### config.mk
export PLATFORM = sky130hd
export DESIGN_NAME = extstat_latch
export DESIGN_NICKNAME = d
export VERILOG_FILES = /design/src/rtl/extstat_pkg.sv /design/src/rtl/extstat_sync.sv /design/src/rtl/extstat_chan.sv /design/src/rtl/extstat_latch.sv
export SDC_FILE = /design/constraint.sdc
export NUM_CORES = 1
export LEC_CHECK = 0
export BUFFER_PORTS_ARGS = -buffer_cell sky130_fd_sc_hd__buf_4
export CAP_MARGIN = 20
export CORE_MARGIN = 2
export CORE_UTILIZATION = 35
export CTS_BUF_LIST = sky130_fd_sc_hd__clkbuf_16
export CTS_CLUSTER_SIZE = 30
export DETAILED_ROUTE_END_ITERATION = 10
export GPL_TIMING_DRIVEN = 0
export MAX_ROUTING_LAYER = met4
export PLACE_DENSITY = 0.69
export SLEW_MARGIN = 20
export SYNTH_ARGS = -nofsm -noshare
export SYNTH_HDL_FRONTEND = slang
export SYNTH_SLANG_ARGS = --single-unit
export TNS_END_PERCENT = 10
### constraint.sdc
create_clock -name clk -period 2.75 [get_ports clk]
set_input_delay 0.1375 -clock clk [delete_from_list [all_inputs] [get_ports clk]]
set_output_delay 0.1375 -clock clk [all_outputs]
set_load 0.005 [all_outputs]
### src/rtl/extstat_pkg.sv
package extstat_pkg;
   localparam int STAT_W = 8;
   localparam int NUM_CH = 2;

   localparam logic [3:0] REG_CMD    = 4'd0;
   localparam logic [3:0] REG_IMODE  = 4'd1;
   localparam logic [3:0] REG_MASTER = 4'd9;
   localparam logic [3:0] REG_SRC_EN = 4'd15;

   localparam logic [2:0] CMD_CLR_STAT = 3'b010;
   localparam int CMD_LO  = 3;
   localparam int CMD_HI  = 5;
   localparam int SIE_BIT = 0;
   localparam int MIE_BIT = 3;

   // bits that are edge-watched and frozen, and bits that always track
   localparam logic [STAT_W-1:0] EDGE_BITS = 8'hFA;
   localparam logic [STAT_W-1:0] LIVE_BITS = 8'h05;

   localparam int IP_W     = 6;
   localparam int IP_A_BIT = 3;
   localparam int IP_B_BIT = 0;
endpackage

### src/rtl/extstat_sync.sv
module extstat_sync #(
   parameter int STAGES = 2
) (
   input  logic clk,
   input  logic rst_n,
   input  logic d_i,
   output logic q_o
);
   if (STAGES < 2) begin : g_bad
      $error("extstat_sync: STAGES must be at least 2");
   end

   logic [STAGES-1:0] sr_q;

   always_ff @(posedge clk) begin
      if (!rst_n) sr_q <= '0;
      else        sr_q <= {sr_q[STAGES-2:0], d_i};
   end

   assign q_o = sr_q[STAGES-1];
endmodule

### src/rtl/extstat_chan.sv
module extstat_chan
   import extstat_pkg::*;
#(
   parameter int                SYNC_STAGES = 2,
   parameter logic [STAT_W-1:0] ASYNC_MASK  = 8'h38
) (
   input  logic              clk,
   input  logic              rst_n,
   input  logic [STAT_W-1:0] raw_i,
   input  logic [STAT_W-1:0] mask_i,
   input  logic              clr_i,
   output logic [STAT_W-1:0] rr0_o,
   output logic              pend_o
);
   logic [STAT_W-1:0] cond;
   logic [STAT_W-1:0] held_q;
   logic              pend_q;
   logic              hit;

   for (genvar b = 0; b < STAT_W; b++) begin : g_bit
      if (ASYNC_MASK[b]) begin : g_sync
         extstat_sync #(.STAGES(SYNC_STAGES)) i_sync (
            .clk  (clk),
            .rst_n(rst_n),
            .d_i  (raw_i[b]),
            .q_o  (cond[b])
         );
      end else begin : g_direct
         assign cond[b] = raw_i[b];
      end
   end

   assign hit = |((cond ^ held_q) & mask_i & EDGE_BITS);

   always_ff @(posedge clk) begin
      if (!rst_n) begin
         held_q <= '0;
         pend_q <= 1'b0;
      end else if (pend_q) begin
         if (clr_i) pend_q <= 1'b0;
      end else begin
         held_q <= cond;
         if (hit) pend_q <= 1'b1;
      end
   end

   assign rr0_o  = ((pend_q ? held_q : cond) & EDGE_BITS) | (cond & LIVE_BITS);
   assign pend_o = pend_q;

   AST_FROZEN_WHILE_PENDING: assert property (@(posedge clk) disable iff (!rst_n)
      (pend_q && !clr_i) |=> $stable(rr0_o & EDGE_BITS)) else $error("frozen bits moved");
   AST_CLEAR_DROPS: assert property (@(posedge clk) disable iff (!rst_n)
      (pend_q && clr_i) |=> !pend_q) else $error("clear ignored");
   AST_NO_SPURIOUS: assert property (@(posedge clk) disable iff (!rst_n)
      (!pend_q && !hit) |=> !pend_q) else $error("pending without change");
endmodule

### src/rtl/extstat_latch.sv
module extstat_latch
   import extstat_pkg::*;
#(
   parameter int                SYNC_STAGES = 2,
   parameter logic [STAT_W-1:0] ASYNC_MASK  = 8'h38
) (
   input  logic              clk,
   input  logic              rst_n,
   input  logic              wr_en,
   input  logic              wr_ch,
   input  logic [3:0]        wr_addr,
   input  logic [7:0]        wr_data,
   input  logic [STAT_W-1:0] stat_a_i,
   input  logic [STAT_W-1:0] stat_b_i,
   output logic [STAT_W-1:0] rr0_a_o,
   output logic [STAT_W-1:0] rr0_b_o,
   output logic [IP_W-1:0]   ip_o,
   output logic              irq_o
);
   logic [STAT_W-1:0] raw    [NUM_CH];
   logic [STAT_W-1:0] rr0    [NUM_CH];
   logic [STAT_W-1:0] srcen_q[NUM_CH];
   logic [NUM_CH-1:0] sie_q;
   logic [NUM_CH-1:0] clr;
   logic [NUM_CH-1:0] pend;
   logic              mie_q;
   logic              is_clr_cmd;

   assign raw[0]  = stat_a_i;
   assign raw[1]  = stat_b_i;
   assign rr0_a_o = rr0[0];
   assign rr0_b_o = rr0[1];

   assign is_clr_cmd = wr_en && (wr_addr == REG_CMD) &&
                       (wr_data[CMD_HI:CMD_LO] == CMD_CLR_STAT);

   always_ff @(posedge clk) begin
      if (!rst_n) begin
         for (int i = 0; i < NUM_CH; i++) srcen_q[i] <= '0;
         sie_q <= '0;
         mie_q <= 1'b0;
      end else if (wr_en) begin
         case (wr_addr)
            REG_IMODE:  sie_q[wr_ch]   <= wr_data[SIE_BIT];
            REG_MASTER: mie_q          <= wr_data[MIE_BIT];
            REG_SRC_EN: srcen_q[wr_ch] <= wr_data & EDGE_BITS;
            default: ;
         endcase
      end
   end

   for (genvar c = 0; c < NUM_CH; c++) begin : g_ch
      assign clr[c] = is_clr_cmd && (wr_ch == 1'(c));
      extstat_chan #(
         .SYNC_STAGES(SYNC_STAGES),
         .ASYNC_MASK (ASYNC_MASK)
      ) i_chan (
         .clk   (clk),
         .rst_n (rst_n),
         .raw_i (raw[c]),
         .mask_i(srcen_q[c]),
         .clr_i (clr[c]),
         .rr0_o (rr0[c]),
         .pend_o(pend[c])
      );
   end

   always_comb begin
      ip_o           = '0;
      ip_o[IP_A_BIT] = pend[0] & sie_q[0];
      ip_o[IP_B_BIT] = pend[1] & sie_q[1];
   end

   assign irq_o = mie_q & (|ip_o);

   AST_CLR_A_DROPS: assert property (@(posedge clk) disable iff (!rst_n)
      (is_clr_cmd && !wr_ch && ip_o[IP_A_BIT]) |=> !ip_o[IP_A_BIT]) else $error("A not cleared");
   AST_MASTER_OFF: assert property (@(posedge clk) disable iff (!rst_n)
      (wr_en && wr_addr == REG_MASTER && !wr_data[MIE_BIT]) |=> !irq_o) else $error("irq with master off");
endmodule

==> metrics.md <==
| Metric | Value |
|---|---|
| Outcome | complete, no violations |
| Die width | ~75 um |
| Main flop type after synthesis | dfxtp_1 |
| Synthesized cell area | ~0.0018 mm^2 |
| CTS tree | done |
| Min Clock Period, post-route | ~1.5 ns |
| DRC | 0 |
| PwrDens | about 600 mW/mm^2 |
| Final HPWL DP | about 2500 um |
| Yosys warnings | 0 |
| Reg power frac | about 50% |
| Clk pwr share | between 30 and 40% |
| Ys async rst share | 0% |
| Worst Path Required | 2.61 ns |
| # H-tree levels | 2 |
| Worst R2R End | g_ch[1].i_chan.pend_o |
| Net count, final | 241 |
| Reg2reg start | g_ch[1].i_chan.pend_o |
| VDD IR max | 291.1 uV |
| Switching portion of total power | 21.13% |
| Worst path max stage delay | between 0.3 and 0.4 ns |
| Final setup fails | 0 |
| R2r worst-path depth | 4 |
| Mean routed wirelength per cell | ~12 um |
| Cell variety after synth | 30 |
| Register area | 940.9 um^2 |
| Ports | 55 |
| Clock Latency Late Sink | between 0.2 and 0.3 ns |
| Final Cycle Share | 52.79% |
| CP max FO | 9 |
| Final wirelength | 3265 um |
| Min-Delay Path Class | input port to flip-flop |
| Fin Setup TNS | 0 ns |
| Die area | between 0.005 and 0.006 mm^2 |
| Pins over their slew limit | 0 |
| Worst Hold Depth | 2 |
| Port buffer count | 45 |
| CTS Buf Count | 5 |
| Vias in the first global route | approximately 1,200 |
| Synth Instances | approximately 150 |
| Hold_sp | stat_b_i[3] |
| Clock Skews | about 0.0035 ns |
| Drt initial violations | 54 |
| CP max-delay cell | mux2_2 |
| CP cell instances | buf_2 > mux2_2 > buf_4 |
| Syn avg cell area | about 11 um^2 |
| Clk buf depth | 2 |
| Drt pass-1 iters | 4 |
| Hold Slack | ~0.07 ns |
| Crit. End Element | primary output |
| Ant. Diodes | 0 |
| Initial antenna violation count | 0 |
| Final Hold Vio Count | 0 |
| #FFs+latches synth | ~40 |
| Via density per instance | 4.484 |
| Clk slew on worst S/H paths | 0.06 ns |
| Fmax | 688.8 MHz |
| Switching pwr | slightly below 300 uW |
| # clock sinks | between 40 and 50 |
| Pint | 1080 uW |
| GP Congestion | about 0.73 |
| Cts hold-fix bufs | 0 |
| Fraction of layout cells with a size suffix above 1 | between 30% and 40% |
| Starting Density | between 30% and 40% |
| Post-synth EDFFs | 12 |
| Postcts setup bufs | 0 |
| Core ar. | 0.004786 mm^2 |
| Sequential area share after synthesis | between 50% and 60% |
| Routed Antenna Nets | 0 |
| Die height | ~75 um |
| Multi-input logic area | 737.0 um^2 |
| WP data arrival | approximately 1.3 ns |
| RSZ-0062 raised after global routing | false |
| Largest net degree at the start of global routing | 13 |
| Overflow after GRT | 0 |
| Gr usage total | around an eighth |
| # Max-Cap Violations | 0 |
| Area Overhead vs Synth | 32.57% |
| Crit path kind | flip-flop to primary output |
| Gate power share | 12.3% |
| CTS resizes | 0 |
| Vias | between 1,000 and 1,500 |
| Root Driver | clkbuf_16 |
| Worst Hold Path EP | g_ch[1].i_chan.g_bit[3].g_sync.i_sync.sr_q[0] |
| Static Leakage | ~0.0010 uW |
| Filler cells | ~450 |
| Crit path launch type | flip-flop |
| First-pass GRT wire length | 5264 um |
| Reg-to-reg slack, setup | roughly 1.6 ns |
| Row cnt | 25 |
state kept, by name (all words and copies together) (netlist names):
name / count
srcen_q: 12
g_ch.i_chan.held_q: 12
g_ch.i_chan.g_bit.g_sync.i_sync.sr_q: 12
g_ch.i_chan.pend_o: 2
sie_q: 2
mie_q: 1
worst max-delay path by stage:
| stage | startpoint | to | slack (ns) | cells past startpoint |
|---|---|---|---|---|
| 2_1_floorplan | wr_addr[2] | srcen_q[0][0] | 1.64 | 3 |
| 3_3_place_gp | wr_addr[2] | srcen_q[0][4] | 1.37 | 4 |
| 3_5_place_dp | wr_addr[2] | srcen_q[0][2] | 1.34 | 4 |
| 4_1_cts | g_ch[1].i_chan.pend_o | rr0_b_o[6] | 1.28 | 3 |
| 5_1_grt | g_ch[1].i_chan.pend_o | rr0_b_o[6] | 1.24 | 3 |
| 6_report | g_ch[1].i_chan.pend_o | rr0_b_o[1] | 1.30 | 3 |
layer usage:
layer  vias to the layer above  part of all wire, %  track usage, %
met5                         -                    0               -
met4                         0                  1.2           4.167
met3                         5                  6.4           4.418
met2                        47                   50           20.85
met1                       557                   42           16.16
li1                        633                    -               -
cells in the final DEF (no fill, tap or decap), types with 4 or more instances in the layout:
cell	n
and2_1	39
buf_4	53
a21oi_1	5
edfxtp_1	12
xor2_1	12
conb_1	4
clkbuf_16	5
dfxtp_1	29
mux2_2	12
power by group through the flow:
stage	clock network (uW)	logic, uW	registers (uW)
after global routing	582	187	668
after CTS	548	173	666
after global placement	0	171	677
final	534	169	665
after detailed placement	0	172	678
after floorplan	0	89.7	675
synthesized netlist by cell type, drive strengths merged (2+ instances only):
library cell	n	area share [%]
a21oi	5	1.4
a222oi	2	1.1
a22oi	2	0.86
a31oi	2	0.71
and2	39	14
and3	3	1.1
buf	10	4.0
clkbuf	3	0.64
dfxtp	29	33
edfxtp	12	21
mux2	12	7.7
nand2	2	0.43
nand2b	3	1.1
nand3	3	0.86
o31ai	2	0.86
o41ai	2	1.0
xor2	12	6.0
critical path: cells and delay by family, from the launching register on:
kind                   cells  cell delay (ns)
multiplexers               1             0.37
buffers and inverters      2             0.36
flip-flops                 1             0.31
stage by stage:
step           cells  power [uW]  setup WS [ns]  area [um^2]  util, %
3_3_place_gp     269       847.8          1.368         2185    45.65
3_5_place_dp     269       850.3          1.339         2185    45.65
4_1_cts          277        1386          1.278         2322    48.52
2_1_floorplan    157       765.0          1.643         1763        -
5_1_grt          277        1437          1.240         2322    48.52
6_report         277        1369          1.298         2322    48.52
area by class of cell:
cell class	count	share of cell area (%)
Sequential cell	41	40.52
Multi-Input combinational cell	102	31.73
Timing Repair Buffer	45	14.55
Clock buffer	5	5.388
Tap cell	67	3.610
Buffer	13	3.502
Clock inverter	3	0.5388
Inverter	1	0.1616
logic make-up (layout without fill, tap and decap cells):
logic type,after synthesis,after routing,synth area share [%]
other,1,4,0.2141
AOI/OAI and AO/OA,17,17,6.714
xor gates and xnor gates,12,12,6.000
DFF,41,41,53.71
and+or+nand+nor,57,57,20.79
muxes,12,12,7.714
buffers and inverters,14,67,4.857
(Power assumes the default switching activity.)
